## src/rtl/dma_irq_status.sv

```systemverilog
module dma_irq_status #(
  parameter int ADDR_W       = 3,
  parameter int CNT_W        = 3,
  parameter int CNT_LSB      = 13,
  parameter bit READ_CHANNEL = 1'b1
) (
  input  logic              clk,
  input  logic              rst_n,
  input  logic              wr_en_i,
  input  logic              rd_en_i,
  input  logic [ADDR_W-1:0] addr_i,
  input  logic [31:0]       wdata_i,
  output logic [31:0]       rd_data_o,
  input  logic [7:0]        evt_i,
  input  logic              xfer_start_i,
  input  logic              xfer_done_i,
  output logic              irq_o
);
  localparam int NSRC = 8;
  localparam logic [ADDR_W-1:0] OFF_STAT = ADDR_W'(0);
  localparam logic [ADDR_W-1:0] OFF_EVT  = ADDR_W'(1);
  localparam logic [ADDR_W-1:0] OFF_EN   = ADDR_W'(2);
  localparam logic [ADDR_W-1:0] OFF_DIS  = ADDR_W'(3);
  localparam logic [ADDR_W-1:0] OFF_MASK = ADDR_W'(4);
  localparam int DONE_BIT = 1;

  logic [NSRC-1:0]  evt_q, mask_q;
  logic [CNT_W-1:0] cnt_q;
  logic             busy_q;

  wire unused_wdata = ^wdata_i[31:NSRC];

  wire [NSRC-1:0] wbits    = wdata_i[NSRC-1:0];
  wire            wr_evt   = wr_en_i && (addr_i == OFF_EVT);
  wire            wr_en_m  = wr_en_i && (addr_i == OFF_EN);
  wire            wr_dis_m = wr_en_i && (addr_i == OFF_DIS);
  wire [NSRC-1:0] done_set = {{(NSRC-2){1'b0}}, 1'b1, READ_CHANNEL};
  wire [NSRC-1:0] set_vec  = evt_i | (xfer_done_i ? done_set : '0);
  wire [NSRC-1:0] clr_vec  = wr_evt ? wbits : '0;
  wire            cnt_dec  = wr_evt && wbits[DONE_BIT] && evt_q[DONE_BIT];
  wire            cnt_inc  = xfer_done_i;

  assign irq_o = |(evt_q & ~mask_q);

  always_ff @(posedge clk or negedge rst_n) begin
    if (!rst_n) begin
      evt_q  <= '0;
      mask_q <= '1;
      cnt_q  <= '0;
      busy_q <= 1'b0;
    end else begin
      evt_q <= (evt_q & ~clr_vec) | set_vec;
      if (wr_en_m)       mask_q <= mask_q & ~wbits;
      else if (wr_dis_m) mask_q <= mask_q | wbits;
      if (cnt_inc && !cnt_dec)      cnt_q <= cnt_q + 1'b1;
      else if (cnt_dec && !cnt_inc) cnt_q <= cnt_q - 1'b1;
      if (xfer_done_i)       busy_q <= 1'b0;
      else if (xfer_start_i) busy_q <= 1'b1;
    end
  end

  always_ff @(posedge clk or negedge rst_n) begin
    if (!rst_n) rd_data_o <= '0;
    else if (rd_en_i) begin
      case (addr_i)
        OFF_STAT: rd_data_o <= (32'(cnt_q) << CNT_LSB) | 32'(busy_q);
        OFF_EVT:  rd_data_o <= 32'(evt_q);
        OFF_MASK: rd_data_o <= 32'(mask_q);
        default:  rd_data_o <= '0;
      endcase
    end
  end

  AST_W1C_CLEARS: assert property (@(posedge clk) disable iff (!rst_n)
    (wr_evt && ((wbits & ~set_vec) != '0)) |=> ((evt_q & $past(wbits & ~set_vec)) == '0));
  AST_DISABLE_SETS: assert property (@(posedge clk) disable iff (!rst_n)
    wr_dis_m |=> ((mask_q & $past(wbits)) == $past(wbits)));
  AST_MASK_RO: assert property (@(posedge clk) disable iff (!rst_n)
    (wr_en_i && addr_i == OFF_MASK) |=> $stable(mask_q));
  AST_ALL_MASKED_QUIET: assert property (@(posedge clk) disable iff (!rst_n)
    (mask_q == '1) |-> !irq_o);
  AST_EVENT_WINS: assert property (@(posedge clk) disable iff (!rst_n)
    (set_vec != '0) |=> ((evt_q & $past(set_vec)) == $past(set_vec)));
  AST_CNT_STEP: assert property (@(posedge clk) disable iff (!rst_n)
    !$stable(cnt_q) |-> (cnt_q == CNT_W'($past(cnt_q) + 1'b1) || cnt_q == CNT_W'($past(cnt_q) - 1'b1)));
  AST_DONE_IDLE: assert property (@(posedge clk) disable iff (!rst_n)
    xfer_done_i |=> !busy_q);
endmodule

```

## config.mk

```make
export PLATFORM = sky130hd
export DESIGN_NAME = dma_irq_status
export DESIGN_NICKNAME = d
export VERILOG_FILES = /design/src/rtl/dma_irq_status.sv
export SDC_FILE = /design/constraint.sdc
export NUM_CORES = 1
export LEC_CHECK = 0
export ABC_AREA = 0
export BUFFER_PORTS_ARGS = -buffer_cell sky130_fd_sc_hd__buf_4
export CORE_MARGIN = 5
export CORE_UTILIZATION = 24
export DETAILED_ROUTE_END_ITERATION = 10
export GPL_ROUTABILITY_DRIVEN = 1
export HOLD_SLACK_MARGIN = 0.06
export RECOVER_POWER = 25
export SLEW_MARGIN = 20
export SYNTH_ARGS = -nofsm -noshare
export SYNTH_HDL_FRONTEND = slang
export SYNTH_SLANG_ARGS = --single-unit
```

## constraint.sdc

```tcl
create_clock -name clk -period 2.8 [get_ports clk]
set_input_delay 0.28 -clock clk [delete_from_list [all_inputs] [get_ports clk]]
set_output_delay 0.28 -clock clk [all_outputs]
set_load 0.02 [all_outputs]
```

**Yosys cells after proc, flatten, opt, wreduce, memory -nomap -nowiden**

Index checks and enable logic that the tools add are counted.

- Output and inout bits: 33
- Memories kept: 0
- Bits in read-only memories: 0
- Bits in registers: 52
- Input port bits: 49
- RAM bits: 0
- Word-level logic and storage cells: 44
- Bits in latches: 0

- Add/subtract/negate cells: 2
- Bitwise operators: 10
- Shifts and indexed selects: 0
- Equality and inequality tests: 4
- Reductions and logical operators: 14
- Mux-type cells: 9
- Magnitude comparators: 0
- Div/mod/pow operators: 0
- $mul: 0

Operators with widths:

| cell | count |
|---|---|
| one-hot mux 16 bit (3 select lines) | 1 |
| AND 8 bit | 3 |
| 2-to-1 mux 8 bit | 3 |
| NOT 8 bit | 3 |
| OR 16 x 1 -> 16 bit | 1 |
| OR 8 bit | 2 |
| OR 8 x 2 -> 8 bit | 1 |
| OR reduction 8 bit | 1 |
| logical AND 1 bit | 7 |
| equality test 3 x 2 -> 1 bit (second input constant) | 2 |
| 2-to-1 mux 3 bit | 2 |
| nonzero test 2 bit | 3 |
| adder 3 x 1 -> 3 bit (second input constant) | 1 |
| equality test 3 x 1 -> 1 bit (second input constant) | 1 |
| equality test 3 bit (second input constant) | 1 |
| logical NOT 3 bit | 1 |
| subtractor 3 x 1 -> 3 bit (second input constant) | 1 |
| logical NOT 1 bit | 2 |
| 2-to-1 mux 1 bit | 2 |
| 2-to-1 mux 2 bit | 1 |

**Logic depth before layout (Yosys ltp)**

Gate-level depths: netlist (run 1).

- Word-level depth: 7
- Gate-level depth with buffers: 9
- Gate-level depth less buffers: 8

**Worst setup path before layout (run 1)**

No wires, ideal clock.

- Path type: input-to-reg
- Start: input port addr_i[1]
- End: register cnt_q[1]
- Required time: 2.675 ns
- Arrival time: 1.637 ns
- Stages: 7
- Setup slack: 1.039 ns
- Library setup time: 0.125 ns
- Path buffers: 1
- Cell sequence: and4bb_1 > buf_6 > nand3_1 > ha_1 > inv_1 > fa_1 > mux2_2

- Longest elaborated chain between the ends: 7
- Elaborated cells between the ends (all ways): 9
- Those cells by class: 1 x eq/ne; 1 x mux; 7 x reduce/logical

RTL lines:

| element | line | RTL |
|---|---|---|
| start: declaration | 11 | `input logic [ADDR_W-1:0] addr_i,` |
| equality test 3 x 1 -> 1 bit * | 34 | `wire wr_evt = wr_en_i && (addr_i == OFF_EVT);` |
| logical AND 1 bit * | 34 |  |
| logical AND 1 bit * (2 in a row) | 40 | `wire cnt_dec = wr_evt && wbits[DONE_BIT] && evt_q[DONE_BIT];` |
| logical NOT 1 bit | 55 | `if (cnt_inc && !cnt_dec) cnt_q <= cnt_q + 1'b1;` |
| logical AND 1 bit | 55 |  |
| 2-to-1 mux 3 bit / nonzero test 2 bit (equally long branches) | -- |  |
| end signal: assignment | 55 |  |
| end signal: assignment | 56 | `else if (cnt_dec && !cnt_inc) cnt_q <= cnt_q - 1'b1;` |
| end: declaration | 28 | `logic [CNT_W-1:0] cnt_q;` |

Every way passes the cells marked *; elsewhere a longest branch is shown, timed or not.
A chain may end at the register's enable or synchronous reset.

==> flow_summary.ini, run 1 <==
[power]
p_leak_nw = 0.924
max-vdd-ir-drop_mv = 0.336
pwr_density_cell_nw_per_um2 = 653

[timing]
clock_skew_ns = 0.00650
worst_slew_pin_slew_ns = 1.66
min_period_over_period_pct = 68.8
period_minus_slack_ns = 1.93
hold_viol_final = 0
drv_slew = 32
setup_viol = 0
timing.slew.headroom_pct = -10.6
setup_tns_ns = 0
fmax_mhz = 519
holdWs_ns = 0.175
rsz0062_at_grt = false

[placed_design]
place_congestion = 0.689
post-dp-hpwl_um = 2700
port_buffers = 36
postPlaceCellArea_sq_um = 1850

[hold_path]
worstHoldEndpoint = busy_q
worstHoldPathType = primary input to flip-flop
hold_path.startpoint = xfer_done_i
whs_path_depth = 2

[clock_tree]
cts_root_buffer = clkbuf_8
cts_hold_buf = 1
cts_buffers = 5
cts_resized = 0
clock_latency_ns = 0.29
cts_setup_buffers = 0
cts_sinks = 31
h-tree-depth = 2
path_clk_slew_ns = 0.06
cts_tree = built
clk_path_buf_depth = 2

[global_route]
grt_pass1_wl_um = 5820
grt_max_degree = 32
track_usage_pct = 8.83
overflow = 0
antenna_found_initial = 0
grt_pass1_vias = 1148

[run_status]
status = finished with violations
violations = max-capacitance violations, max-slew violations

[synth]
synth.top_cells.by_count = buf_4, dfrtp_1, inv_1, o22ai_1, nand2_1
synth_cell_types = 30
syn_area_sq_um = 1600
ys_ff_latch = 31
yosysWarnings = 0
synthTopCellsByArea = dfrtp_1, dfstp_2, buf_4
synth_top_area_share_pct = 36.0
ys.flop_type = dfrtp_1
avgSynthCellArea_sq_um = 10.2
yosysTopAreaCell = dfrtp_1
ys_async_sr_fraction_pct = 100
netlist_instances = 157
synth-edff-count = 0
ys_seq_area_share_pct = 49.1

[floorplanning]
core_area_sq_um = 6420
die_w_um = 91.6
die_h_um = 91.6
initial_core_util_pct = 24.9
io_pins = 82
rows = 29
dieArea_sq_um = 8400

[drt]
drc = 0
drt_iter0_markers = 36
vias = 1133
detail-route-antenna-nets = 0
wl_per_cell_um = 12.9
viasPerCell = 4.17
drt_wl_total_um = 3500
first_pass_iters = 4

[layout]
antenna_cells = 0
final_area_sq_um = 1970
multi_input_area_sq_um = 618
nNetsFinal = 245
area_growth_pct = 23.2
register_area_sq_um = 786
drive_above_1_share_pct = 34.4
nFillCells = 675

[job]
max_cap_viol_count = 1

[critical_path]
worstPathCellList = o22ai_1, or4_1, buf_4
crit_required_ns = 2.52
endpoint_kind = primary output
reg2reg_depth = 7
cpPeakStageDelay_ns = 0.55
r2r_end = cnt_q[2]
startpoint_type = flip-flop
slowest_stage = dfstp_2
worstSetupPathType = flip-flop to primary output
cp.arrival_ns = 1.65
crit_path_max_fanout = 3
reg2reg_slack_ns = 1.23
timing.rr.start = evt_q[1]
-- kinds of logic after synthesis --
group,synth area share (%)
fa+ha+maj,2.03
simple gates,11.3
other cells,0.235
compound gates,11.8
flops,49.1
xor+xnor,1.64
buf+inv,16.9
mux,6.96
-- how the worst max path moves through the flow --
stage | endpoint | start | depth (start not counted) | slack (ns)
3_3_place_gp | cnt_q[1] | addr_i[0] | 8 | 0.81
5_1_grt | cnt_q[1] | rst_n | 2 | 0.53
3_5_place_dp | cnt_q[2] | addr_i[0] | 10 | 0.78
2_1_floorplan | cnt_q[1] | addr_i[1] | 7 | 1.04
4_1_cts | irq_o | flip-flop | 3 | 0.85
6_report | irq_o | flip-flop | 3 | 0.87
-- critical path, delay by kind of cell, from the launching register on --
kind | cells | cell delay (ns)
AO/OA/AOI/OAI | 1 | 0.08
buffers and inverters | 1 | 0.18
flip-flops | 1 | 0.55
AND/OR/NAND/NOR | 1 | 0.55
-- stage by stage --
| step | std cells | worst slack [ns] | utilization [%] | power [mW] |
|---|---|---|---|---|
| floorplan | 177 | 1.04 | - | 0.766 |
| global placement | 263 | 0.810 | 28.8 | 0.833 |
| detailed placement | 263 | 0.782 | 28.8 | 0.841 |
| CTS | 272 | 0.854 | 30.8 | 1.31 |
| global route | 272 | 0.529 | 30.7 | 1.36 |
| finish | 272 | 0.874 | 30.7 | 1.29 |
-- cell usage in the layout (no fill, tap or decap), drive strengths merged, types with 8 or more instances in the layout --
cell    synthesis  final
conb            1     21
clkbuf          3      8
dfstp           8      8
a21oi           8      8
nand2          12     12
mux2            9      9
buf            25     35
inv            19     19
o22ai          14     14
dfrtp          23     23
-- routing by layer --
metal,share of wire [%],global-route usage [%],up-vias
met5,0,0,-
met4,2.3,4.52,0
met3,5.5,2.29,6
met2,47,13.1,39
met1,45,11.8,534
li1,-,-,554
-- power by group --
part | internal (mW) | switching, mW
Combinational | 0.118 | 0.126
Clock | 0.288 | 0.169
Sequential | 0.532 | 0.0521
Total | 0.938 | 0.347
-- area by class of cell --
| cell class | instances | area share (%) |
|---|---|---|
| well taps | 77 | 4.89 |
| flip-flops and latches | 31 | 39.9 |
| inverters | 19 | 3.62 |
| multi-input cells | 99 | 31.4 |
| clock buffers | 6 | 4.19 |
| repair buffers | 38 | 14.2 |
| clock inverters | 2 | 1.78 |
Note: power is estimated with default switching activity, not from simulation.
==> run 2: changes to the inputs <==
Clock period 2.8 ns to 2 ns, I/O delays scaled along.
==> flow_summary.ini, run 2 (synthesis gave the netlist of run 1 again) <==
[floorplanning]
core_area_sq_um = 6420
die_h_um = 91.6
initial_core_util_pct = 24.9
rows = 29
dieArea_sq_um = 8400
io_pins = 82
die_w_um = 91.6

[timing]
setup_slack_ns = 0.194
holdWs_ns = 0.100
min_period_over_period_pct = 90.3
hold_viol_final = 0
worst_slew_pin_slew_ns = 0.763
clock_skew_ns = 0.00246
timing.slew.headroom_pct = 49.1
rsz0062_at_grt = false
fmax_mhz = 554
setup_tns_ns = 0
period_minus_slack_ns = 1.81
drv_slew = 0
setup_viol = 0

[hold_path]
worstHoldEndpoint = busy_q
worstHoldPathType = primary input to flip-flop
hold_path.startpoint = xfer_done_i
whs_path_depth = 2

[drt]
wl_per_cell_um = 12.8
vias = 1137
drc = 0
detail-route-antenna-nets = 0
first_pass_iters = 4
viasPerCell = 4.18
drt_wl_total_um = 3470
drt_iter0_markers = 28

[layout]
nNetsFinal = 245
fin_cells = 272
antenna_cells = 0
post-route-util_pct = 30.4
final_cell_mix = buf_4, dfrtp_1, conb_1
final_common_cell = buf_4
nFillCells = 671
final_area_sq_um = 1950
area_growth_pct = 22.1
register_area_sq_um = 786
multi_input_area_sq_um = 618
drive_above_1_share_pct = 34.4

[critical_path]
worstSetupPathType = flip-flop to primary output
r2r_end = cnt_q[2]
crit_path_max_fanout = 3
reg2reg_depth = 7
crit_required_ns = 1.80
startpoint_type = flip-flop
cp.arrival_ns = 1.61
endpoint_kind = primary output
reg2reg_slack_ns = 0.43
timing.rr.start = evt_q[1]

[placed_design]
post-place-ws_ns = 0.226
place_congestion = 0.722
postPlaceCellArea_sq_um = 1850
post-dp-hpwl_um = 2700
port_buffers = 36
place_inst = 263

[clock_tree]
path_clk_slew_ns = 0.06
h-tree-depth = 2
cts_tree = built
cts_setup_buffers = 0
cts_buffers = 5
cts_resized = 0
clk_path_buf_depth = 2
cts_root_buffer = clkbuf_8
clock_latency_ns = 0.28
cts_sinks = 31

[global_route]
grt_max_degree = 32
grt_pass1_wl_um = 5850
antenna_found_initial = 0
grt_pass1_vias = 1174
overflow = 0
track_usage_pct = 8.92

[power]
p_leak_nw = 0.917
max-vdd-ir-drop_mv = 0.389
pwr_density_cell_nw_per_um2 = 869
power_mw = 1.70

[run_status]
status = completed

[job]
max_cap_viol_count = 0
[run 2: changes by cell type in the layout (fill, tap and decap cells not counted), sizes merged]
cell | previous run | this run
clkinv | 1 | 0
clkbuf | 8 | 10
bufinv | 1 | 0
[run 2: area by class of cell]
class                      instances  area share, %
sequential                        31           40.2
multi-input combinational         99           31.6
timing repair buffer              38           14.4
clock buffer                       8           5.12
tap                               77           4.93
inverter                          19           3.65
[run 2: repair_timing]
| item | CTS | global route |
|---|---|---|
| setup endpoints to repair | 0 | 0 |
| hold buffers | 1 | 0 |
| hold endpoints to repair | 23 | 0 |
[run 2: critical path: stages (launching register included)]
cell and delay [ns]:
dfstp_2 0.54, o22ai_1 0.08, or4_1 0.53, buf_4 0.18
[run 2: worst max path at each step]
stage,from,endpoint,slack [ns],cells past startpoint
final,flip-flop,irq_o,0.19,3
after detailed placement,addr_i[0],cnt_q[2],0.23,9
after global placement,addr_i[0],cnt_q[1],0.23,7
after floorplan,addr_i[1],cnt_q[1],0.32,7
after CTS,flip-flop,irq_o,0.18,3
after global routing,flip-flop,irq_o,0.11,3
[run 2: power breakdown]
group	total [mW]	leakage, nW	switching, mW	internal, mW
Clock	0.537	0.0515	0.223	0.314
Sequential	0.816	0.351	0.0704	0.745
Combinational	0.344	0.515	0.179	0.166
Total	1.70	0.917	0.473	1.22
[run 2: layer usage]
layer,vias up,part of all wire [%],global-route usage (%)
li1,553,-,-
met4,0,2.0,4.15
met2,43,46,13.8
met5,-,0,0
met3,8,6.2,2.54
met1,533,45,11.5
